[config.mk]
export PLATFORM = sky130hd
export DESIGN_NAME = bus_datapath
export DESIGN_NICKNAME = d
export VERILOG_FILES = /design/src/rtl/dp_pkg.sv /design/src/rtl/dp_regbank.sv /design/src/rtl/dp_bytereg.sv /design/src/rtl/dp_alu.sv /design/src/rtl/dp_shifter.sv /design/src/rtl/bus_datapath.sv
export SDC_FILE = /design/constraint.sdc
export NUM_CORES = 1
export LEC_CHECK = 0
export BUFFER_PORTS_ARGS = -buffer_cell sky130_fd_sc_hd__buf_2
export CORE_ASPECT_RATIO = 0.5
export CORE_MARGIN = 4
export CORE_UTILIZATION = 65
export CTS_BUF_LIST = sky130_fd_sc_hd__clkbuf_4 sky130_fd_sc_hd__clkbuf_8
export DETAILED_ROUTE_END_ITERATION = 12
export GPL_TIMING_DRIVEN = 0
export HOLD_SLACK_MARGIN = 0.06
export PLACE_DENSITY = 0.83
export RECOVER_POWER = 100
export SLEW_MARGIN = 25
export SYNTH_ARGS = -nofsm -noshare
export SYNTH_HDL_FRONTEND = slang
export SYNTH_SLANG_ARGS = --single-unit
export TNS_END_PERCENT = 20
[constraint.sdc]
create_clock -name clk -period 6.45 [get_ports clk]
set_clock_uncertainty 0.1 [all_clocks]
set_input_delay 0.9675 -clock clk [delete_from_list [all_inputs] [get_ports clk]]
set_output_delay 0.9675 -clock clk [all_outputs]
set_load 0.02 [all_outputs]
[src/rtl/dp_pkg.sv]
package dp_pkg;

  typedef enum logic [1:0] {
    ALU_AND  = 2'd0,
    ALU_OR   = 2'd1,
    ALU_NOTB = 2'd2,
    ALU_ADD  = 2'd3
  } alu_fn_e;

  typedef struct packed {
    alu_fn_e fn;
    logic    ena;
    logic    enb;
    logic    inva;
    logic    inc;
  } alu_ctl_t;

endpackage

[src/rtl/dp_regbank.sv]
module dp_regbank #(
  parameter int DW    = 32,
  parameter int NREGS = 8,
  parameter int SELW  = $clog2(NREGS)
) (
  input  logic             clk,
  input  logic             rst,
  input  logic [SELW-1:0]  rd_sel,
  output logic [DW-1:0]    rd_data,
  input  logic [NREGS-1:0] wr_mask,
  input  logic [DW-1:0]    wr_data
);

  logic [DW-1:0] regs [NREGS];

  // one write port per register so any subset can load the same value
  for (genvar gi = 0; gi < NREGS; gi++) begin : g_reg
    always_ff @(posedge clk) begin
      if (rst)              regs[gi] <= '0;
      else if (wr_mask[gi]) regs[gi] <= wr_data;
    end
  end

  // single encoded source: exactly one register can reach the bus
  always_comb begin
    rd_data = '0;
    for (int i = 0; i < NREGS; i++) begin
      if (rd_sel == SELW'(i)) rd_data = regs[i];
    end
  end

endmodule

[src/rtl/dp_bytereg.sv]
module dp_bytereg #(
  parameter int DW = 32,
  parameter int BW = 8
) (
  input  logic          clk,
  input  logic          rst,
  input  logic          ld,
  input  logic [BW-1:0] din,
  input  logic          sx_en,
  input  logic          zx_en,
  output logic          drive,
  output logic          err,
  output logic [DW-1:0] bus
);

  localparam int EXTW = DW - BW;

  logic [BW-1:0] byte_q;

  always_ff @(posedge clk) begin
    if (rst)     byte_q <= '0;
    else if (ld) byte_q <= din;
  end

  assign drive = sx_en | zx_en;
  assign err   = sx_en & zx_en;

  always_comb begin
    if (err)        bus = '0;
    else if (sx_en) bus = {{EXTW{byte_q[BW-1]}}, byte_q};
    else            bus = {{EXTW{1'b0}}, byte_q};
  end

endmodule

[src/rtl/dp_alu.sv]
module dp_alu
  import dp_pkg::*;
#(
  parameter int DW = 32
) (
  input  logic [DW-1:0] a_in,
  input  logic [DW-1:0] b_in,
  input  alu_ctl_t      ctl,
  output logic [DW-1:0] y,
  output logic          neg,
  output logic          zero
);

  logic [DW-1:0] opa;
  logic [DW-1:0] opb;

  always_comb begin
    opa = ctl.ena ? a_in : '0;
    if (ctl.inva) opa = ~opa;
    opb = ctl.enb ? b_in : '0;
    unique case (ctl.fn)
      ALU_AND:  y = opa & opb;
      ALU_OR:   y = opa | opb;
      ALU_NOTB: y = ~opb;
      default:  y = opa + opb + {{(DW-1){1'b0}}, ctl.inc};
    endcase
  end

  assign neg  = y[DW-1];
  assign zero = (y == '0);

endmodule

[src/rtl/dp_shifter.sv]
module dp_shifter #(
  parameter int DW   = 32,
  parameter int LSH  = 8
) (
  input  logic [DW-1:0] d,
  input  logic          sll,
  input  logic          sra,
  output logic [DW-1:0] q,
  output logic          err
);

  assign err = sll & sra;

  always_comb begin
    if (err)      q = d;
    else if (sll) q = {d[DW-LSH-1:0], {LSH{1'b0}}};
    else if (sra) q = {d[DW-1], d[DW-1:1]};
    else          q = d;
  end

endmodule

[src/rtl/bus_datapath.sv]
module bus_datapath
  import dp_pkg::*;
#(
  parameter int DW    = 32,
  parameter int NREGS = 8,
  parameter int BW    = 8,
  parameter int SELW  = $clog2(NREGS)
) (
  input  logic             clk,
  input  logic             rst,
  input  logic [SELW-1:0]  b_sel,
  input  logic             byte_sx_en,
  input  logic             byte_zx_en,
  input  logic [NREGS:0]   c_mask,
  input  logic [1:0]       alu_fn,
  input  logic             alu_ena,
  input  logic             alu_enb,
  input  logic             alu_inva,
  input  logic             alu_inc,
  input  logic             sh_sll8,
  input  logic             sh_sra1,
  input  logic             byte_ld,
  input  logic [BW-1:0]    byte_din,
  output logic [DW-1:0]    c_q,
  output logic             n_q,
  output logic             z_q,
  output logic             byte_err_q,
  output logic             shift_err_q
);

  localparam int HOLD_BIT = NREGS;

  logic [DW-1:0] h_q;
  logic [DW-1:0] b_reg;
  logic [DW-1:0] b_byte;
  logic [DW-1:0] b_bus;
  logic [DW-1:0] alu_y;
  logic [DW-1:0] c_bus;
  logic          byte_drv;
  logic          byte_err;
  logic          sh_err;
  logic          alu_n;
  logic          alu_z;
  alu_ctl_t      actl;

  dp_regbank #(.DW(DW), .NREGS(NREGS), .SELW(SELW)) u_bank (
    .clk     (clk),
    .rst     (rst),
    .rd_sel  (b_sel),
    .rd_data (b_reg),
    .wr_mask (c_mask[NREGS-1:0]),
    .wr_data (c_bus)
  );

  dp_bytereg #(.DW(DW), .BW(BW)) u_byte (
    .clk   (clk),
    .rst   (rst),
    .ld    (byte_ld),
    .din   (byte_din),
    .sx_en (byte_sx_en),
    .zx_en (byte_zx_en),
    .drive (byte_drv),
    .err   (byte_err),
    .bus   (b_byte)
  );

  assign b_bus = byte_drv ? b_byte : b_reg;

  always_ff @(posedge clk) begin
    if (rst)                 h_q <= '0;
    else if (c_mask[HOLD_BIT]) h_q <= c_bus;
  end

  always_comb begin
    actl.fn   = alu_fn_e'(alu_fn);
    actl.ena  = alu_ena;
    actl.enb  = alu_enb;
    actl.inva = alu_inva;
    actl.inc  = alu_inc;
  end

  dp_alu #(.DW(DW)) u_alu (
    .a_in (h_q),
    .b_in (b_bus),
    .ctl  (actl),
    .y    (alu_y),
    .neg  (alu_n),
    .zero (alu_z)
  );

  dp_shifter #(.DW(DW), .LSH(BW)) u_shift (
    .d   (alu_y),
    .sll (sh_sll8),
    .sra (sh_sra1),
    .q   (c_bus),
    .err (sh_err)
  );

  always_ff @(posedge clk) begin
    if (rst) begin
      c_q         <= '0;
      n_q         <= 1'b0;
      z_q         <= 1'b0;
      byte_err_q  <= 1'b0;
      shift_err_q <= 1'b0;
    end else begin
      c_q         <= c_bus;
      n_q         <= alu_n;
      z_q         <= alu_z;
      byte_err_q  <= byte_err;
      shift_err_q <= sh_err;
    end
  end

endmodule

# After elaboration in Yosys (flattened, before gate mapping)
# Memories as Yosys holds them, arrays and structs flattened.
# Index checks and enable logic that the tools add are counted.
word_totals:
  output_inout_bits: 36
  romBits: 0
  in_bits: 33
  ramBits: 256
  latchBits: 0
  memories: 1
  ff_bits: 76
mem_list:
  columns: ["memory", "words", "width", "read_ports", "rd_ports_with_merged_regs", "wr", "line", "rtl"]
  rows:
  - ["u_bank.regs", 8, 32, 8, 0, 8, "dp_regbank.sv:14", "logic [DW-1:0] regs [NREGS];"]
op_classes:
  div_mod_pow: 0
  n_mux: 52
  n_eq_ne: 9
  shifts: 0
  reduce_logical: 3
  magnitude_cmp: 0
  mul: 0
  add_sub_neg: 2
  bitwise_logic: 15
ops:
  columns: ["cell", "n"]
  rows:
  - ["$mux 32", 24]
  - ["$pmux 32 s3", 1]
  - ["$not 32->32", 2]
  - ["$add 32x1->32", 1]
  - ["$add 32x32->32", 1]
  - ["$and 32x32->32", 1]
  - ["$logic_not 32->1", 1]
  - ["$or 32x32->32", 1]
  - ["$mux 31", 1]
  - ["$mux 1", 26]
  - ["$eq 3x3->1 const B", 4]
  - ["$or 1x1->1", 9]
  - ["$eq 3x2->1 const B", 2]
  - ["$eq 3x1->1 const B", 1]
  - ["$logic_not 3->1", 1]
  - ["$and 1x1->1", 2]
  - ["$eq 2x1->1 const B", 1]
  - ["$eq 2x2->1 const B", 1]
  - ["$logic_not 2->1", 1]

# Logic depth before layout (Yosys ltp)
# Gate-level depths: netlist (run 1).
depth:
  ltp_word: 18
  mapped_depth: 23

# By module
# From an unflattened synthesis (run 1), not the netlist that was laid out.
unflattened:
  hier_cells: 1794
  hier_area_um2: 19751.4
by_module_without_submodules:
  columns: ["module", "area_each_um2", "cells_per_inst", "seq_area_each_um2", "n_inst"]
  rows:
  - ["dp_regbank", 11638.7, 799, 7687.4, 1]
  - ["dp_alu", 3912.5, 612, 0.0, 1]
  - ["bus_datapath", 2646.3, 215, 1361.3, 1]
  - ["dp_shifter", 1023.5, 107, 0.0, 1]
  - ["dp_bytereg", 530.5, 61, 160.2, 1]

# Least setup slack after synthesis (run 1)
# OpenSTA, ideal clock, no wires.
synth_timing:
  path_kind: "in2reg"
  start: "in b_sel[0]"
  end: "mem u_bank.regs[3][21], in the netlist u_bank.regs[0][117] (data pin)"
  t_required_ns: 6.074
  path_buffers: 3
  slack_ns: 0.955
  arrival_time_ns: 5.119
  stages: 18
  path_cell_list: "buf_6 -> buf_8 -> buf_6 -> mux4_2 -> mux2i_1 -> a21oi_1 -> fa_1 -> fa_1 -> a211oi_1 -> o21ai_1 -> o2111ai_1 -> a21boi_4 -> o31ai_2 -> a21o_1 -> a211oi_4 -> and2_4 -> o32ai_4 -> nor3b_2"
synth_rtl:
  columns: ["item", "line", "rtl"]
  rows:
  - ["start, declared", "bus_datapath.sv:11", "input logic [SELW-1:0] b_sel,"]
  - ["end, declared", "dp_regbank.sv:14", null]

==> flow_metrics.env, run 1 <==
export IMPL_relSlewSlack_pct=-114
export IMPL_synthFlopType="sky130_fd_sc_hd__edfxtp_1"
export IMPL_post_synth_instance_area_um2=20200
export IMPL_r2r_end="u_bank.regs[0][21]"
export IMPL_clock_tree_htree_level_count=2
export IMPL_synth_edf_count=256
export IMPL_outcome="complete, but fails checks"
export IMPL_final_core_utilization_pct=72.8
export IMPL_worst_r2r_startpoint="u_byte.byte_q[7]"
export IMPL_crit_required_ps=6720
export IMPL_synthDistinctLibCells=114
export IMPL_final_cell_area_um2=22200
export IMPL_root_buffer="sky130_fd_sc_hd__clkbuf_8"
export IMPL_post_route_cells_drive_above_1_share_pct=14.0
export IMPL_async_flop_share_pct=0
export IMPL_power_leakage_nw=8.65
export IMPL_route_detailed_drc=0
export IMPL_rsz0062_at_grt="yes"
export IMPL_hold_endpoint="h_q[16]"
export IMPL_violations="capacitance limit, slew limit"
export IMPL_synth_common_cells="sky130_fd_sc_hd__edfxtp_1 (256), sky130_fd_sc_hd__and2_1 (196), sky130_fd_sc_hd__nor2_1 (169)"
export IMPL_grt_antenna_before_repair=1
export IMPL_core_um2=30500
export IMPL_whs_ps=366
export IMPL_chipWidth_um=257
export IMPL_net_count_after_synthesis=2092
export IMPL_gp_routability_congestion=1.05
export IMPL_drv_slew=264
export IMPL_die_area_um2=34100
export IMPL_synth_seq_cells=332
export IMPL_min_from="h_q[16]"
export IMPL_insertion_delay_ps=630
export IMPL_hold_class="flop to flop"
export IMPL_cts_sink_count=332
export IMPL_cp_arrival_ps=6650
export IMPL_fin_nets=2201
export IMPL_numCtsBuffers=48
export IMPL_post_drt_wl_per_cell_um=27.6
export IMPL_synth_avg_cell_area_um2=10.1
export IMPL_first_global_vias=16255
export IMPL_grt_start_max_net_pins=33
export IMPL_io_pins=69
export IMPL_synth_top_area_cell="sky130_fd_sc_hd__edfxtp_1"
export IMPL_std_cell_rows=45
export IMPL_cellPowerDensity_nw_per_um2=260
export IMPL_hold_viol_final=0
export IMPL_setup_viol=0
export IMPL_ys_seq_area_share_pct=45.6
export IMPL_start_util_pct=66.3
export IMPL_grt_overflow_total=0
export IMPL_post_dp_hpwl_um=50300
export IMPL_cts_tree="yes"
export IMPL_synthMostInstantiatedCell="sky130_fd_sc_hd__edfxtp_1"
export IMPL_fin_crit_ps=6370
export IMPL_synth_warning_count=0
export IMPL_area_share_of_the_leading_cell_type_in_the_synthesized_netlist_pct=38.1
export IMPL_fp_dieH_um=133
export IMPL_detailedRoute_firstIterationViolations=2739
export IMPL_hold_depth=2
export IMPL_cts_root_to_sink_buffers=3
export IMPL_cap_violations=8
export IMPL_worst_setup_path_start_kind="input pin"
export IMPL_synthToLayoutAreaGrowth_pct=9.82
export IMPL_grt_pass1_wl_um=103000
export IMPL_achievable_frequency_mhz=157
export IMPL_r2r_cells=14
export IMPL_postRouteAntennaNets=0
export IMPL_synth_cells=1994
export IMPL_gr_usage_all_layers_pct=40.4
export IMPL_port_buffers=56
export IMPL_critPathKind="input pin to flop"
export IMPL_totalWireLength_um=70800
export IMPL_placed_cell_area_um2=21000
export IMPL_cp_max_fo=10
export IMPL_timing_final_crit_share_pct=98.8
export IMPL_vias_after_detailed_routing=17635
export IMPL_total_power_mw=5.76
export IMPL_cts_reportedPaths_clkPinSlew_ps=60
export IMPL_timing_critical_path_to_type="flop"
export IMPL_synth_top_cells_by_area="sky130_fd_sc_hd__edfxtp_1 (38%), sky130_fd_sc_hd__dfxtp_1 (7.5%), sky130_fd_sc_hd__and2_1 (6.1%)"
export IMPL_detail_route_first_pass_iterations=6
export IMPL_ir_worst_vdd_uv=255
export IMPL_vias_per_cell=6.87
export IMPL_r2r_slack_ps=630
export IMPL_slew_at_the_pin_closest_to_its_max_slew_limit_ps=3220
-- layer usage --
metal	routed length, um	global-route usage (%)
met4	2860	13.4
met3	12300	16.4
met2	28700	57.8
met1	26800	56.3
met5	63	0
-- registers in the layout, indices dropped and copies added, names as in the netlist --
register,flops
u_bank.regs,256
c_q,32
h_q,32
u_byte.byte_q,8
byte_err_q,1
n_q,1
shift_err_q,1
z_q,1
-- cells by family after synthesis --
group,after synthesis,synth area share [%]
XOR/XNOR,42,1.82
buffers and inverters,241,5.35
AO/OA/AOI/OAI,499,18.1
adder cells (fa/ha/maj),65,4.10
flip-flops,332,45.6
multiplexers,73,5.21
AND/OR/NAND/NOR,742,19.8
-- worst max-delay path by stage --
stage / from / endpoint / slack, ps / depth (start not counted)
2_1_floorplan: b_sel[0] / u_bank.regs[0][117] / 950 / 18
3_3_place_gp: b_sel[1] / u_bank.regs[0][10] / -770 / 18
3_5_place_dp: b_sel[1] / u_bank.regs[0][10] / -800 / 18
4_1_cts: b_sel[1] / u_bank.regs[1][93] / 80 / 18
5_1_grt: b_sel[1] / u_bank.regs[1][120] / -1 / 19
6_report: b_sel[1] / u_bank.regs[1][41] / 80 / 19
-- timing repair --
action                     in CTS  in global routing
hold buffers                    0                  0
resized for setup               3                 12
setup endpoints to repair      65                155
pin swaps                       0                  4
setup buffers                   0                  3
-- report_power, final --
part           internal, mW  switching [mW]  total, mW  leakage [nW]
Combinational         0.426           0.898       1.32          4.62
Clock                  1.01           0.857       1.87         0.572
Sequential             2.51          0.0605       2.57          3.46
-- layout make-up --
| type | instances | area [um2] |
|---|---|---|
| repair buffers | 59 | 294 |
| diodes | 1 | 2.50 |
| flip-flops and latches | 332 | 9210 |
| well taps | 423 | 529 |
| fillers | 2243 | 8290 |
| clock buffers | 84 | 993 |
| clock inverters | 5 | 71.3 |
| plain buffers | 146 | 727 |
| multi-input cells | 1421 | 9990 |
| inverters | 95 | 357 |
-- stage by stage --
stage	setup TNS [ps]	setup WS, ps	std cells
floorplan	0	955	1994
global placement	-105330	-766	2473
detailed placement	-113600	-799	2473
CTS	0	81.2	2562
global route	-0.960	-0.960	2565
finish	0	76.0	2566
-- worst max-delay path: stages --
cell and delay (ps):
sky130_fd_sc_hd__buf_2 190, sky130_fd_sc_hd__buf_4 250, sky130_fd_sc_hd__buf_4 270, sky130_fd_sc_hd__buf_2 400
sky130_fd_sc_hd__mux4_2 360, sky130_fd_sc_hd__o21a_1 180, sky130_fd_sc_hd__a21oi_1 490, sky130_fd_sc_hd__inv_1 170
sky130_fd_sc_hd__fa_1 460, sky130_fd_sc_hd__a211oi_1 320, sky130_fd_sc_hd__o21ai_1 180, sky130_fd_sc_hd__a211oi_1 330
sky130_fd_sc_hd__o31ai_1 160, sky130_fd_sc_hd__xor2_1 180, sky130_fd_sc_hd__a221oi_2 680, sky130_fd_sc_hd__nor2_1 100
sky130_fd_sc_hd__a211oi_1 440, sky130_fd_sc_hd__nor2_2 240, sky130_fd_sc_hd__and2_1 270
-- cells in the final DEF, fill, tap and decap left out, types with 14 or more instances in the layout --
master and n:
sky130_fd_sc_hd__nand2_1 146, sky130_fd_sc_hd__o21ai_1 25, sky130_fd_sc_hd__a21o_1 16, sky130_fd_sc_hd__clkbuf_8 58
sky130_fd_sc_hd__xnor2_1 39, sky130_fd_sc_hd__o211ai_1 18, sky130_fd_sc_hd__mux2i_1 31, sky130_fd_sc_hd__nand4_1 14
sky130_fd_sc_hd__edfxtp_1 256, sky130_fd_sc_hd__a21oi_1 126, sky130_fd_sc_hd__mux2_2 14, sky130_fd_sc_hd__nor2_1 168
sky130_fd_sc_hd__nor3b_1 17, sky130_fd_sc_hd__clkbuf_4 27, sky130_fd_sc_hd__buf_2 50, sky130_fd_sc_hd__o21ai_0 65
sky130_fd_sc_hd__and2_1 196, sky130_fd_sc_hd__inv_1 90, sky130_fd_sc_hd__nor3_1 25, sky130_fd_sc_hd__dfxtp_1 76
sky130_fd_sc_hd__clkbuf_1 119, sky130_fd_sc_hd__a211oi_1 35, sky130_fd_sc_hd__o22ai_1 21, sky130_fd_sc_hd__and3_1 27
sky130_fd_sc_hd__nand3_1 26, sky130_fd_sc_hd__mux4_2 24, sky130_fd_sc_hd__ha_1 63
(Power assumes the default switching activity.)
==> inputs of run 2 (changes only) <==
--- a/config.mk
+++ b/config.mk
@@ -5,16 +5,17 @@
 export SDC_FILE = /design/constraint.sdc
 export NUM_CORES = 1
 export LEC_CHECK = 0
-export BUFFER_PORTS_ARGS = -buffer_cell sky130_fd_sc_hd__buf_2
 export CORE_ASPECT_RATIO = 0.5
 export CORE_MARGIN = 4
-export CORE_UTILIZATION = 65
+export CORE_UTILIZATION = 60
 export CTS_BUF_LIST = sky130_fd_sc_hd__clkbuf_4 sky130_fd_sc_hd__clkbuf_8
 export DETAILED_ROUTE_END_ITERATION = 12
+export DONT_BUFFER_PORTS = 1
 export GPL_TIMING_DRIVEN = 0
 export HOLD_SLACK_MARGIN = 0.06
-export PLACE_DENSITY = 0.83
+export PLACE_DENSITY = 0.79
 export RECOVER_POWER = 100
+export SETUP_SLACK_MARGIN = 0.5
 export SLEW_MARGIN = 25
 export SYNTH_ARGS = -nofsm -noshare
 export SYNTH_HDL_FRONTEND = slang
==> constraint.sdc (replaced) <==
create_clock -name clk -period 5.7 [get_ports clk]
set_clock_uncertainty 0.1 [all_clocks]
set_input_delay 0.855 -clock clk [delete_from_list [all_inputs] [get_ports clk]]
set_output_delay 0.855 -clock clk [all_outputs]
set_load 0.02 [all_outputs]
==> run 2 against run 1 <==
Net effect: the run still ends with capacitance limit, slew limit left; total power grew 17%; first-iteration DRC count shrank 3.5%; sequential power is 15% higher; critical path depth did not move.
==> flow_metrics.env, run 2 (same netlist as run 1, synthesis figures left out) <==
export IMPL_gr_usage_all_layers_pct=39.0
export IMPL_start_util_pct=61.0
export IMPL_bufs_and_invs_on_worst_path=5
export IMPL_cts_tree="yes"
export IMPL_crit_required_ps=6110
export IMPL_flip_flop_count_of_the_largest_register_all_copies_and_words_added=256
export IMPL_violations="capacitance limit, slew limit"
export IMPL_numCtsBuffers=49
export IMPL_ir_worst_vdd_uv=257
export IMPL_drv_slew=264
export IMPL_relSlewSlack_pct=-110
export IMPL_clock_tree_htree_level_count=2
export IMPL_placement_setup_worst_slack_ps=-1340
export IMPL_timing_critical_path_cells="inv_2 > clkbuf_4 > buf_4 > mux2i_4 > a21oi_1 > fa_2 > fa_2 > a211oi_4 > o21ai_4 > o2111ai_4 > buf_4 > a21boi_2 > or3_1 > a311oi_4 > buf_4 > o21ai_0 > nor4_1 > nand4_1 > nor3_1"
export IMPL_power_leakage_nw=8.88
export IMPL_port_buffers=0
export IMPL_grt_antenna_before_repair=2
export IMPL_critPathKind="input pin to flop"
export IMPL_post_route_setup_slack_ps=115
export IMPL_achievable_frequency_mhz=179
export IMPL_registers_top_by_ff_count="u_bank.regs"
export IMPL_grt_pass1_wl_um=106000
export IMPL_core_um2=33100
export IMPL_biggestRegsByFlops="u_bank.regs x256, c_q x32, h_q x32"
export IMPL_rsz0062_at_grt="yes"
export IMPL_total_power_mw=6.73
export IMPL_place_inst=2436
export IMPL_std_cell_rows=47
export IMPL_root_buffer="sky130_fd_sc_hd__clkbuf_8"
export IMPL_synthToLayoutAreaGrowth_pct=14.0
export IMPL_cts_root_to_sink_buffers=3
export IMPL_cap_violations=8
export IMPL_fin_crit_ps=5580
export IMPL_post_route_cells_drive_above_1_share_pct=17.7
export IMPL_min_from="byte_din[4]"
export IMPL_cp_max_fo=10
export IMPL_detailedRoute_firstIterationViolations=2644
export IMPL_ctsHoldBuffers=0
export IMPL_critical_path_slowest_cell="sky130_fd_sc_hd__mux2i_4"
export IMPL_cellPowerDensity_nw_per_um2=292
export IMPL_vias_after_detailed_routing=17832
export IMPL_first_global_vias=16484
export IMPL_final_cell_area_um2=23000
export IMPL_totalWireLength_um=73800
export IMPL_gp_routability_congestion=1.03
export IMPL_timing_final_crit_share_pct=98.0
export IMPL_die_area_um2=36800
export IMPL_outcome="complete, but fails checks"
export IMPL_vias_per_cell=6.89
export IMPL_route_detailed_drc=0
export IMPL_insertion_delay_ps=620
export IMPL_cell_repeated_most_along_the_worst_path="sky130_fd_sc_hd__buf_4"
export IMPL_post_dp_hpwl_um=50800
export IMPL_grt_start_max_net_pins=33
export IMPL_chipWidth_um=267
export IMPL_mostFrequentLayoutCell="sky130_fd_sc_hd__edfxtp_1"
export IMPL_timing_critical_path_to_type="flop"
export IMPL_hold_class="input pin to flop"
export IMPL_tns_ps=0
export IMPL_final_core_utilization_pct=69.5
export IMPL_setup_viol=0
export IMPL_non_filler_instance_count_after_layout=2587
export IMPL_critPathMaxStageDelay_ps=440
export IMPL_worst_setup_path_startpoint="b_sel[1]"
export IMPL_grt_overflow_total=0
export IMPL_whs_ps=298
export IMPL_worst_r2r_startpoint="u_byte.byte_q[7]"
export IMPL_placed_cell_area_um2=20800
export IMPL_critPathTopFamily="compound AO/OA/AOI/OAI gates"
export IMPL_detail_route_first_pass_iterations=6
export IMPL_postRouteAntennaNets=0
export IMPL_fin_nets=2202
export IMPL_cp_arrival_ps=6000
export IMPL_slew_at_the_pin_closest_to_its_max_slew_limit_ps=3160
export IMPL_cts_reportedPaths_clkPinSlew_ps=60
export IMPL_io_pins=69
export IMPL_fp_dieH_um=138
export IMPL_hold_viol_final=0
export IMPL_layout_common_cells="sky130_fd_sc_hd__edfxtp_1 (256), sky130_fd_sc_hd__nor2_1 (169), sky130_fd_sc_hd__nand2_1 (146)"
export IMPL_worst_setup_path_start_kind="input pin"
export IMPL_cts_sink_count=332
export IMPL_post_drt_wl_per_cell_um=28.5
==> run 2: path summary, 6_finish.rpt <==
check / end / slack [ps] / depth (start not counted)
setup / recovery: z_q / 120 / 19
hold / removal: u_byte.byte_q[4] / 300 / 2
setup reg to reg: u_bank.regs[0][60] / 350 / 18
hold reg to reg: h_q[28] / 360 / 2
==> run 2: routing by layer <==
metal  vias to the layer above  routed length (um)  share of wire, %  global-route usage, %
met5                         -                  67             0.091                   1.35
met4                         4                3320               4.5                   13.6
met3                       265               12400                17                   16.3
met2                      1516               30200                41                   57.0
met1                      8538               27800                38                   52.4
li1                       7509                   -                 -                      -
==> run 2: power breakdown <==
| part | total, mW | switching [mW] | internal (mW) |
|---|---|---|---|
| combinational | 1.59 | 1.03 | 0.558 |
| sequential | 2.95 | 0.103 | 2.84 |
| clock | 2.20 | 0.989 | 1.21 |
==> run 2: layout make-up <==
cell class	instances	area, um2
antenna	2	5.00
buffer	146	833
clock buffer	81	971
clock inverter	10	129
fill	2532	10100
inverter	95	357
multi-input combinational	1422	10400
sequential	332	9210
tap	441	552
timing repair buffer	58	617
==> run 2: what timing repair did <==
action                                  in CTS  in global routing
buffers inserted                            22                 33
gates resized for setup                     71                 92
cloned                                       1                  2
endpoints found under the setup margin     283                233
pin swaps                                   25                 35
hold endpoints to repair                     0                  0
